File: src/rtl/ctr_gate_pkg.sv
package ctr_gate_pkg;
   localparam int CH_PER_CHIP = 3;
   localparam int CODE_HIGH   = 0;
   localparam int CODE_LOW    = 1;
   localparam int CODE_PIN    = 2;
   localparam int CODE_NOUT2  = 3;
   localparam int CODE_PIN_N  = 6;
   localparam int CODE_OUT2   = 7;
   localparam int CODE_PAT    = 8;
   localparam int CODE_OCC    = 9;
   localparam int CODE_GONE   = 10;
   localparam int CODE_PAT_N  = 11;
   localparam int CODE_OCC_N  = 12;
   localparam int CODE_GONE_N = 13;

   function automatic bit code_reserved(input int code, input bit ext);
      if (code <= CODE_NOUT2) return 1'b0;
      if (!ext) return 1'b1;
      return !(code == CODE_PIN_N || code == CODE_OUT2 ||
               (code >= CODE_PAT && code <= CODE_GONE_N));
   endfunction
endpackage

File: src/rtl/gate_sel_regs.sv
module gate_sel_regs #(
   parameter int NCH   = 6,
   parameter int SEL_W = 5,
   parameter int IDX_W = 3
) (
   input  logic             clk,
   input  logic             rst_n,
   input  logic             wr_hit,
   input  logic [IDX_W-1:0] wr_idx,
   input  logic [SEL_W-1:0] wr_data,
   output logic [SEL_W-1:0] sel_q [NCH]
);
   for (genvar k = 0; k < NCH; k++) begin : g_reg
      always_ff @(posedge clk) begin
         if (!rst_n)
            sel_q[k] <= '0;
         else if (wr_hit && (int'(wr_idx) == k))
            sel_q[k] <= wr_data;
      end
   end
endmodule

File: src/rtl/pattern_latches.sv
module pattern_latches (
   input  logic clk,
   input  logic rst_n,
   input  logic pat_present,
   input  logic pat_clear,
   output logic occ,
   output logic gone
);
   always_ff @(posedge clk) begin
      if (!rst_n || pat_clear) begin
         occ  <= 1'b0;
         gone <= 1'b1;
      end else begin
         if (pat_present) occ <= 1'b1;
         if (occ && !pat_present) gone <= 1'b0;
      end
   end
endmodule

File: src/rtl/gate_mux.sv
module gate_mux
   import ctr_gate_pkg::*;
#(
   parameter int SEL_W    = 5,
   parameter bit ENHANCED = 1'b1
) (
   input  logic [SEL_W-1:0] sel,
   input  logic             pin,
   input  logic             src_out,
   input  logic             pat,
   input  logic             occ,
   input  logic             gone,
   output logic             gate,
   output logic             pin_oe
);
   logic base_gate;
   logic ext_gate;

   assign pin_oe = (int'(sel) != CODE_PIN);

   always_comb begin
      case (int'(sel))
         CODE_HIGH:  base_gate = 1'b1;
         CODE_PIN:   base_gate = pin;
         CODE_NOUT2: base_gate = ~src_out;
         default:    base_gate = 1'b0;
      endcase
   end

   if (ENHANCED) begin : g_ext
      always_comb begin
         case (int'(sel))
            CODE_PIN_N:  ext_gate = ~pin;
            CODE_OUT2:   ext_gate = src_out;
            CODE_PAT:    ext_gate = pat;
            CODE_OCC:    ext_gate = occ;
            CODE_GONE:   ext_gate = gone;
            CODE_PAT_N:  ext_gate = ~pat;
            CODE_OCC_N:  ext_gate = ~occ;
            CODE_GONE_N: ext_gate = ~gone;
            default:     ext_gate = base_gate;
         endcase
      end
   end else begin : g_base
      assign ext_gate = base_gate;
   end

   assign gate = ext_gate;
endmodule

File: src/rtl/ctr_gate_router.sv
module ctr_gate_router
   import ctr_gate_pkg::*;
#(
   parameter int NUM_CHIPS = 2,
   parameter int SEL_W     = 5,
   parameter bit ENHANCED  = 1'b1,
   localparam int NCH      = NUM_CHIPS * CH_PER_CHIP,
   localparam int CHIP_W   = (NUM_CHIPS > 1) ? $clog2(NUM_CHIPS) : 1,
   localparam int IDX_W    = $clog2(NCH)
) (
   input  logic              clk,
   input  logic              rst_n,
   input  logic              wr_en,
   input  logic [CHIP_W-1:0] wr_chip,
   input  logic [1:0]        wr_chan,
   input  logic [SEL_W-1:0]  wr_data,
   input  logic [CHIP_W-1:0] rd_chip,
   input  logic [1:0]        rd_chan,
   output logic [SEL_W-1:0]  rd_data,
   input  logic [NCH-1:0]    gate_pin_in,
   output logic [NCH-1:0]    gate_pin_oe,
   input  logic [NCH-1:0]    ctr_out,
   input  logic              pat_present,
   input  logic              pat_clear,
   output logic [NCH-1:0]    gate
);
   if (NUM_CHIPS < 1 || NUM_CHIPS > 64) begin : g_bad_chips
      $error("ctr_gate_router: NUM_CHIPS out of range");
   end
   if (SEL_W < 4 || SEL_W > 8) begin : g_bad_sel
      $error("ctr_gate_router: SEL_W must be 4..8");
   end

   logic             wr_hit;
   logic [IDX_W-1:0] wr_idx;
   logic             rd_ok;
   logic [IDX_W-1:0] rd_idx;
   logic [SEL_W-1:0] sel_q [NCH];
   logic             pat_occ;
   logic             pat_gone;

   assign wr_hit = wr_en && (int'(wr_chip) < NUM_CHIPS) && (int'(wr_chan) < CH_PER_CHIP);
   assign wr_idx = IDX_W'(int'(wr_chip) * CH_PER_CHIP + int'(wr_chan));
   assign rd_ok  = (int'(rd_chip) < NUM_CHIPS) && (int'(rd_chan) < CH_PER_CHIP);
   assign rd_idx = IDX_W'(int'(rd_chip) * CH_PER_CHIP + int'(rd_chan));

   gate_sel_regs #(.NCH(NCH), .SEL_W(SEL_W), .IDX_W(IDX_W)) u_regs (
      .clk(clk), .rst_n(rst_n), .wr_hit(wr_hit), .wr_idx(wr_idx),
      .wr_data(wr_data), .sel_q(sel_q)
   );

   always_comb begin
      rd_data = '0;
      for (int k = 0; k < NCH; k++)
         if (rd_ok && int'(rd_idx) == k) rd_data = sel_q[k];
   end

   pattern_latches u_pat (
      .clk(clk), .rst_n(rst_n), .pat_present(pat_present),
      .pat_clear(pat_clear), .occ(pat_occ), .gone(pat_gone)
   );

   for (genvar gc = 0; gc < NUM_CHIPS; gc++) begin : g_chip
      for (genvar gn = 0; gn < CH_PER_CHIP; gn++) begin : g_chan
         localparam int K   = gc * CH_PER_CHIP + gn;
         localparam int SRC = (gn == 2) ? gc * CH_PER_CHIP
                              : ((gc + NUM_CHIPS - 1) % NUM_CHIPS) * CH_PER_CHIP + gn + 1;
         gate_mux #(.SEL_W(SEL_W), .ENHANCED(ENHANCED)) u_mux (
            .sel(sel_q[K]), .pin(gate_pin_in[K]), .src_out(ctr_out[SRC]),
            .pat(pat_present), .occ(pat_occ), .gone(pat_gone),
            .gate(gate[K]), .pin_oe(gate_pin_oe[K])
         );
      end
   end
endmodule

File: config.mk
export PLATFORM = sky130hd
export DESIGN_NAME = ctr_gate_router
export DESIGN_NICKNAME = d
export VERILOG_FILES = /design/src/rtl/ctr_gate_pkg.sv /design/src/rtl/gate_sel_regs.sv /design/src/rtl/pattern_latches.sv /design/src/rtl/gate_mux.sv /design/src/rtl/ctr_gate_router.sv
export SDC_FILE = /design/constraint.sdc
export NUM_CORES = 1
export LEC_CHECK = 0
export ABC_AREA = 1
export BUFFER_PORTS_ARGS = -buffer_cell sky130_fd_sc_hd__buf_4
export CORE_MARGIN = 2
export CORE_UTILIZATION = 55
export CTS_CLUSTER_DIAMETER = 100
export DETAILED_ROUTE_END_ITERATION = 6
export PLACE_DENSITY_LB_ADDON = 0.08
export SLEW_MARGIN = 20
export SYNTH_ARGS = -nofsm -noshare
export SYNTH_HDL_FRONTEND = slang
export SYNTH_SLANG_ARGS = --single-unit
File: constraint.sdc
create_clock -name clk -period 2.62 [get_ports clk]
set_input_delay 0.393 -clock clk [delete_from_list [all_inputs] [get_ports clk]]
set_output_delay 0.393 -clock clk [all_outputs]
set_load 0.005 [all_outputs]
==> impl_metrics.py, run 1 <==
metrics = {
    "status": {
        "status": "complete, no violations",
    },
    "floorplan": {
        "num_rows": 24,
        "die_h_um": 71.3,
        "dieArea_um2": 5090,
        "num_io_pins": 45,
        "core_um2": 4350,
        "die_x_um": 71.3,
        "initial_core_util_pct": 57.3,
    },
    "clock_tree": {
        "cts_tree": "built",
        "cts_buffers": 5,
        "hold_buffers": 0,
        "htreeDepth": 2,
        "cts_num_sinks": 32,
        "clk_latency_ns": 0.28,
        "cts_buffer_depth": 2,
        "path_clk_slew_ns": 0.06,
        "post_cts_resized": 0,
        "clock_tree.root_cell": "clkbuf_8",
        "cts_setup_buffers": 0,
    },
    "power": {
        "swShare_pct": 30.3,
        "clock_power_share_pct": 32.2,
        "sequentialPowerShare_pct": 43.3,
        "p_int_mw": 0.872,
        "power.density_nw_per_um2": 435,
        "p_leak_nw": 1.32,
        "combPwrFrac_pct": 24.5,
        "p_sw_mw": 0.379,
        "irDropWorstVdd_v": 0.000291,
    },
    "timing": {
        "tightest_slew_ns": 0.441,
        "hold_viol_final": 0,
        "min_period_over_period_pct": 92.3,
        "setup_viol": 0,
        "final.setup.tns_ns": 0,
        "period_needed_ns": 2.42,
        "slew-limit-headroom_pct": 70.3,
        "fmax_mhz": 413,
        "rsz0062_at_grt": "no",
        "timing.hold.ws_ns": 0.342,
        "slew_viol_final": 0,
        "clock_skew_ns": 0.00363,
    },
    "global_route": {
        "grt-ovfl-total": 0,
        "first_global_vias": 2474,
        "grtUsageTotal_pct": 27.7,
        "antenna_found_initial": 0,
        "grt_max_degree": 30,
        "grt_pass1_wl_um": 11100,
    },
    "setup_path": {
        "path_class": "in2out",
        "r2r-start": "u_pat.occ",
        "cp.arrival_ns": 2.03,
        "cp-start-kind": "input pin",
        "path_max_fanout": 11,
        "cp-startpoint": "rd_chip",
        "cp.required_ns": 2.23,
        "endpoint_kind": "output pin",
    },
    "routing": {
        "vias_per_cell": 5.46,
        "drt-initial-drc-count": 187,
        "drc_errors": 0,
        "routed-via-count": 2818,
        "antenna_left": 0,
        "wire_per_inst_um": 12.8,
        "first_pass_iters": 5,
        "postRouteWirelength_um": 6580,
    },
    "min_path": {
        "hold_start": "pat_clear",
        "hold_class": "in2reg",
    },
    "yosys": {
        "yosys_warnings": 0,
        "syn-cell-area_um2": 2490,
        "syn-num-nets": 462,
        "yosys.cell_types.count": 23,
        "seq_area_frac_synth_pct": 25.7,
        "synth_cells": 430,
        "avgSynthCellArea_um2": 5.80,
        "ys_ff_latch": 32,
    },
    "placement": {
        "place_area_um2": 2780,
        "port_buffers": 44,
        "place_congestion": 0.918,
        "place_hpwl_um": 5000,
    },
    "flow_run": {
        "max_cap_violations": 0,
    },
    "final_layout": {
        "nets": 496,
        "drive_gt1_share_pct": 12.9,
        "fillers": 428,
        "postLayoutCellArea_um2": 2880,
        "antenna_cells": 0,
        "syn2layout_area_growth_pct": 15.4,
    },
}
==> logic make-up after synthesis <==
kind of cell               synth area share [%]
adders and majority gates                  2.61
and+or+nand+nor                            41.8
buffers and inverters                      13.9
DFF                                        25.7
AOI/OAI and AO/OA                          15.9
==> power by group through the flow <==
stage                     Clock [mW]  Combinational, mW  Sequential, mW
final                          0.403              0.306           0.541
after global routing           0.426              0.347           0.545
after CTS                      0.408              0.306           0.540
after detailed placement           0              0.305           0.551
after global placement             0              0.299           0.551
after floorplan                    0              0.215           0.542
==> through the flow <==
stage	setup slack [ns]	total power, mW	util, %	instances
after floorplan	0.571	0.756	-	430
after global placement	0.252	0.851	63.9	509
after CTS	0.220	1.25	66.1	516
after global routing	0.0605	1.32	66.1	516
final	0.201	1.25	66.1	516
after detailed placement	0.220	0.856	63.9	509
==> critical path: stages <==
cell     delay, ns
buf_4         0.11
ha_1          0.18
inv_1         0.06
fa_1          0.28
buf_4         0.21
inv_1         0.05
nor2_1        0.27
nand3_1       0.12
nand3_1       0.12
nor2_1        0.05
nand3_1       0.07
buf_4         0.11
==> state kept, by name (all words and copies together), names as in the netlist <==
signal        cells
u_pat.occ         1
u_regs.sel_q     30
u_pat.gone        1
==> final timing paths <==
kind / end / slack [ns] / cells past startpoint
worst min-delay path: u_pat.gone / 0.34 / 3
worst min register to register: u_pat.gone / 0.53 / 2
worst max register to register: u_pat.gone / 1.74 / 3
worst max-delay path: rd_data[0] / 0.20 / 12
==> Yosys cell counts <==
library cell | instances | share of area, %
o21a_1 | 1 | 0.30
nand3_2 | 1 | 0.40
nor4_2 | 1 | 0.50
o211ai_1 | 1 | 0.30
fa_1 | 2 | 1.6
buf_2 | 3 | 0.60
a21oi_4 | 1 | 0.65
inv_1 | 59 | 8.9
a21oi_1 | 32 | 6.4
nand3_1 | 44 | 8.8
clkinv_1 | 1 | 0.15
clkbuf_2 | 2 | 0.40
nor2_1 | 69 | 10
o21ai_0 | 41 | 8.2
nor3_2 | 1 | 0.40
dfxtp_1 | 32 | 26
nand2_1 | 90 | 14
nor3_1 | 10 | 2.0
nand2_2 | 3 | 0.75
ha_1 | 2 | 1.0
buf_4 | 12 | 3.6
nand4_1 | 20 | 5.0
clkbuf_1 | 2 | 0.30
==> layer usage <==
layer | wire (µm) | share of wire [%] | vias up | GRT usage [%]
met1 | 3000 | 46 | 1237 | 38.1
met4 | 140 | 2.1 | 0 | 12.2
li1 | - | - | 1471 | -
met2 | 2940 | 45 | 96 | 43.0
met3 | 507 | 7.7 | 14 | 4.22
met5 | 0 | 0 | - | 0
==> cell type report <==
class	instances	area, µm²	area share [%]
Multi-Input combinational cell	319	1510	52.3
Timing Repair Buffer	46	345	12.0
Clock buffer	7	96.3	3.35
Tap cell	52	65.1	2.26
Inverter	60	225	7.83
Sequential cell	32	641	22.3
==> cell usage in the layout (no fill, tap or decap), types with 10 or more instances in the layout <==
master   synthesis  routed
a21oi_1         32      32
inv_1           59      59
nand2_1         90      90
o21ai_0         41      41
nor3_1          10      10
nor2_1          69      69
nand3_1         44      44
dfxtp_1         32      32
nand4_1         20      20
buf_4           12      46
No activity file was read; power rests on OpenSTA's default activity.
==> run 2, diff against run 1 <==
==> constraint.sdc (replaced) <==
create_clock -name clk -period 2.62 [get_ports clk]
set_input_delay 0.524 -clock clk [delete_from_list [all_inputs] [get_ports clk]]
set_output_delay 0.524 -clock clk [all_outputs]
set_load 0.005 [all_outputs]
==> run 2 against run 1 <==
  * Maximum frequency shrank 7.7%
  * First-iteration DRC count increased by 17%
  * Non-clock buffer count is 1 higher
  * Largest power group unchanged
  * Core utilization up 2.2 points
  * Combinational power rose by 8.2%
  * Global-route usage is 0.29 points higher
  * Sequential share of layout area fell by 0.70 points
  * Critical endpoint is now rd_data[4]
  * Sequential power barely moved
==> impl_metrics.py, run 2 (synthesis results as in run 1) <==
metrics = {
    "power": {
        "irDropWorstVdd_v": 0.000288,
        "power.density_nw_per_um2": 450,
        "p_leak_nw": 1.35,
    },
    "routing": {
        "vias_per_cell": 5.49,
        "antenna_left": 0,
        "postRouteWirelength_um": 6660,
        "drc_errors": 0,
        "first_pass_iters": 5,
        "drt-initial-drc-count": 219,
        "wire_per_inst_um": 12.9,
        "routed-via-count": 2845,
    },
    "timing": {
        "hold_viol_final": 0,
        "tightest_slew_ns": 0.368,
        "min_period_over_period_pct": 100,
        "setup_slack_ns": 0.000328,
        "fmax_mhz": 382,
        "period_needed_ns": 2.62,
        "rsz0062_at_grt": "yes",
        "clock_skew_ns": 0.0000482,
        "setup_viol": 0,
        "slew-limit-headroom_pct": 75.3,
        "slew_viol_final": 0,
        "final.setup.tns_ns": 0,
    },
    "final_layout": {
        "antenna_cells": 0,
        "syn2layout_area_growth_pct": 19.2,
        "largest_reg_flops": 30,
        "drive_gt1_share_pct": 15.7,
        "final_common_cell": "nand2_1",
        "largest_register": "u_regs.sel_q",
        "nets": 497,
        "most-common-layout-cells": "nand2_1, nor2_1, inv_1",
        "largest_registers": "u_regs.sel_q (30), u_pat.gone (1), u_pat.occ (1)",
    },
    "min_path": {
        "hold_start": "pat_clear",
        "hold_end": "u_pat.gone",
        "hold_depth": 3,
        "hold_class": "in2reg",
    },
    "setup_path": {
        "cp.arrival_ns": 2.10,
        "cp-start-kind": "input pin",
        "reg2reg_depth": 4,
        "path_class": "in2out",
        "r2r-end": "u_pat.gone",
        "rrSetupSlack_ns": 1.60,
        "path_max_fanout": 5,
        "cp.required_ns": 2.10,
        "endpoint_kind": "output pin",
        "r2r-start": "u_pat.occ",
    },
    "global_route": {
        "grtUsageTotal_pct": 28.0,
        "antenna_found_initial": 0,
        "grt_max_degree": 30,
        "first_global_vias": 2499,
        "grt-ovfl-total": 0,
        "grt_pass1_wl_um": 11300,
    },
    "clock_tree": {
        "cts_num_sinks": 32,
        "clk_latency_ns": 0.29,
        "cts_tree": "built",
        "clock_tree.root_cell": "clkbuf_8",
        "htreeDepth": 2,
        "cts_setup_buffers": 0,
        "path_clk_slew_ns": 0.07,
        "cts_buffer_depth": 2,
        "hold_buffers": 0,
        "cts_buffers": 5,
    },
    "floorplan": {
        "num_rows": 24,
        "dieArea_um2": 5090,
        "die_x_um": 71.3,
        "num_io_pins": 45,
        "core_um2": 4350,
        "die_h_um": 71.3,
        "initial_core_util_pct": 57.3,
    },
    "placement": {
        "place_congestion": 0.898,
        "place_ws_ns": -0.0638,
        "port_buffers": 44,
        "place_hpwl_um": 5030,
    },
    "flow_run": {
        "max_cap_violations": 0,
    },
    "status": {
        "status": "complete, no violations",
    },
}
## run 2: changes by cell type in the layout (fill, tap and decap cells not counted), sizes merged
cell and change:
buf +1, clkinv +1, clkbuf -1, bufinv +1
## run 2: through the flow
step	cells	hold WS [ns]	area, µm²	power [mW]	utilization, %
floorplan	430	0.479	2490	0.756	-
global placement	510	0.511	2790	0.851	64.1
detailed placement	510	0.510	2790	0.857	64.1
CTS	518	0.455	2900	1.32	66.6
global route	518	0.473	2970	1.41	68.2
finish	518	0.450	2970	1.34	68.2
## run 2: worst max-delay path by stage
stage	slack [ns]	cells past startpoint	to	startpoint
2_1_floorplan	0.31	7	rd_data[4]	rd_chip
3_3_place_gp	0.02	11	rd_data[2]	rd_chip
3_5_place_dp	-0.06	11	rd_data[3]	rd_chip
4_1_cts	0.01	10	rd_data[4]	rd_chip
5_1_grt	-0.08	10	rd_data[4]	rd_chan[0]
6_report	0.0003	10	rd_data[4]	rd_chan[0]
## run 2: layout make-up
class,count,area (µm²)
clock buffer,6,72.6
clock inverter,2,35.0
fill,399,1380
inverter,60,228
multi-input combinational,319,1570
sequential,32,641
tap,52,65.1
timing repair buffer,47,364
## run 2: worst max-delay path, cell delays in order
cell and delay [ns]:
buf_8 0.10, ha_4 0.15, inv_2 0.05, fa_2 0.49, inv_4 0.11, nand4_1 0.21
o21ai_1 0.20, nor2_1 0.07, nand3_1 0.09, buf_4 0.11
## run 2: report_power, final
part	internal [mW]	leakage (nW)	switching, mW
sequential	0.510	0.260	0.0317
combinational	0.140	1.04	0.191
clock	0.282	0.0552	0.181
## run 2: what timing repair did
action | CTS | global route
endpoints found under the setup margin | 5 | 5
gates resized for setup | 3 | 19
pin swaps | 0 | 15
## run 2: per-layer routing
layer	global-route usage, %	share of wire [%]
met1	37.8	45
met5	0	0
met3	4.50	7.8
met4	8.60	1.8
met2	45.9	46
==> run 3, diff against run 2 <==
clock period = 3.3 ns   (was 2.62 ns; I/O delays follow)
==> run 3 against run 2 <==
  * Cell count fell by 0.58%
  * Critical path depth fell by 2
  * Non-clock buffer count down 3
  * Design area shrank 3.3%
  * Wire length grew 1.2%
  * Global-route usage increased by 0.22 points
  * Register-to-register slack better by 0.44 ns
  * Critical endpoint unchanged
  * Power fell by 22%
  * Die area did not move
  * Sequential cell count is the same
  * Clock skew increased by 0.00064 ns
  * Highest routed layer unchanged
==> impl_metrics.py, run 3 (synthesis results as in run 1) <==
metrics = {
    "setup_path": {
        "r2r-start": "u_pat.occ",
        "path_buf_inv": 3,
        "crit_family": "simple AND/OR/NAND/NOR gates",
        "path_class": "in2out",
        "cp.required_ns": 2.64,
        "slowest_stage": "fa_1",
        "slowest_delay_ns": 0.57,
        "crit_chain": "buf_4 > ha_1 > inv_1 > fa_1 > nor4_2 > nand2_1 > nand3_1 > buf_4",
        "cp-start-kind": "input pin",
        "cp.arrival_ns": 2.32,
        "path_max_fanout": 14,
        "rrSetupSlack_ns": 2.04,
        "cp-startpoint": "rd_chip",
        "endpoint_kind": "output pin",
        "crit_top_cell": "buf_4",
    },
    "clock_tree": {
        "cts_buffers": 5,
        "cts_num_sinks": 32,
        "clock_tree.root_cell": "clkbuf_8",
        "hold_buffers": 0,
        "cts_setup_buffers": 0,
        "cts_tree": "built",
        "htreeDepth": 2,
        "path_clk_slew_ns": 0.07,
        "cts_buffer_depth": 2,
        "post_cts_resized": 0,
        "clk_latency_ns": 0.28,
    },
    "floorplan": {
        "dieArea_um2": 5090,
        "die_x_um": 71.3,
        "num_rows": 24,
        "num_io_pins": 45,
        "initial_core_util_pct": 57.3,
        "core_um2": 4350,
        "die_h_um": 71.3,
    },
    "placement": {
        "place_congestion": 0.888,
        "place_hpwl_um": 5080,
        "port_buffers": 44,
    },
    "global_route": {
        "grtUsageTotal_pct": 28.2,
        "grt-ovfl-total": 0,
        "antenna_found_initial": 0,
        "grt_max_degree": 30,
        "grt_pass1_wl_um": 11400,
        "first_global_vias": 2516,
    },
    "routing": {
        "first_pass_iters": 5,
        "antenna_left": 0,
        "postRouteWirelength_um": 6740,
        "routed-via-count": 2814,
        "drc_errors": 0,
        "vias_per_cell": 5.46,
        "wire_per_inst_um": 13.1,
        "drt-initial-drc-count": 155,
    },
    "min_path": {
        "hold_class": "reg2reg",
        "hold_start": "u_regs.sel_q[22]",
    },
    "timing": {
        "slew-limit-headroom_pct": 68.1,
        "period_needed_ns": 2.98,
        "hold_viol_final": 0,
        "min_period_over_period_pct": 90.3,
        "fmax_mhz": 336,
        "rsz0062_at_grt": "no",
        "slew_viol_final": 0,
        "setup_viol": 0,
        "clock_skew_ns": 0.000683,
        "final.setup.tns_ns": 0,
        "tightest_slew_ns": 0.477,
    },
    "final_layout": {
        "nets": 494,
        "largest_registers": "u_regs.sel_q (30), u_pat.gone (1), u_pat.occ (1)",
        "syn2layout_area_growth_pct": 15.3,
        "largest_reg_flops": 30,
        "final_common_cell": "nand2_1",
        "fillers": 431,
        "antenna_cells": 0,
        "most-common-layout-cells": "nand2_1, nor2_1, inv_1",
        "drive_gt1_share_pct": 12.5,
        "largest_register": "u_regs.sel_q",
    },
    "power": {
        "sequentialPowerShare_pct": 41.6,
        "irDropWorstVdd_v": 0.000327,
        "p_sw_mw": 0.311,
        "combPwrFrac_pct": 23.0,
        "p_int_mw": 0.729,
        "clock_power_share_pct": 35.4,
        "power.density_nw_per_um2": 362,
        "swShare_pct": 29.9,
        "p_leak_nw": 1.32,
        "fin_total_pwr_mw": 1.04,
    },
    "flow_run": {
        "max_cap_violations": 0,
    },
    "status": {
        "status": "complete, no violations",
    },
}
## run 3: cell count changes in the layout (fill, tap and decap cells not counted), moves of 2 or more
cell     change
inv_1        +2
nand3_1      +2
nor2_2       -3
nor2_4       -2
nand3_2      -2
nor2_1       +5
## run 3: worst paths after layout
kind | to | depth (start not counted)
setup / recovery | rd_data[4] | 8
hold / removal | u_regs.sel_q[22] | 2
setup reg to reg | u_pat.gone | 3
hold reg to reg | u_regs.sel_q[22] | 2
## run 3: tightest hold or removal path, stage by stage, from the launching register on
cell	delay, ns
dfxtp_1	0.35
inv_1	0.08
a21oi_1	0.06
## run 3: layer usage
metal  wire length (µm)  global-route usage [%]
met3                414                    3.94
met2               3070                    45.7
met5                  0                       0
met1               3150                    38.4
met4                106                    10.1
## run 3: area by class of cell
type / instances / area (µm²) / share of cell area, %
flip-flops and latches: 32 / 641 / 22.3
clock buffers: 6 / 72.6 / 2.53
multi-input cells: 319 / 1510 / 52.4
inverters: 60 / 225 / 7.84
clock inverters: 2 / 35.0 / 1.22
well taps: 52 / 65.1 / 2.26
repair buffers: 44 / 330 / 11.5
## run 3: through the flow
stage	cells	cell area [µm²]	worst slack, ns	utilization [%]	hold WS, ns
finish	515	2870	0.320	66.0	0.537
global route	515	2870	0.0766	66.0	0.553
CTS	515	2870	0.315	66.0	0.531
detailed placement	507	2770	0.308	63.5	0.521
global placement	507	2770	0.352	63.5	0.512
floorplan	430	2490	0.717	-	0.479
## run 3: power by group through the flow
stage          clock network (mW)  registers [mW]  logic [mW]
2_1_floorplan                   0           0.430       0.170
3_3_place_gp                    0           0.440       0.233
3_5_place_dp                    0           0.440       0.237
4_1_cts                     0.369           0.431       0.238
5_1_grt                     0.389           0.435       0.271
6_report                    0.368           0.432       0.240
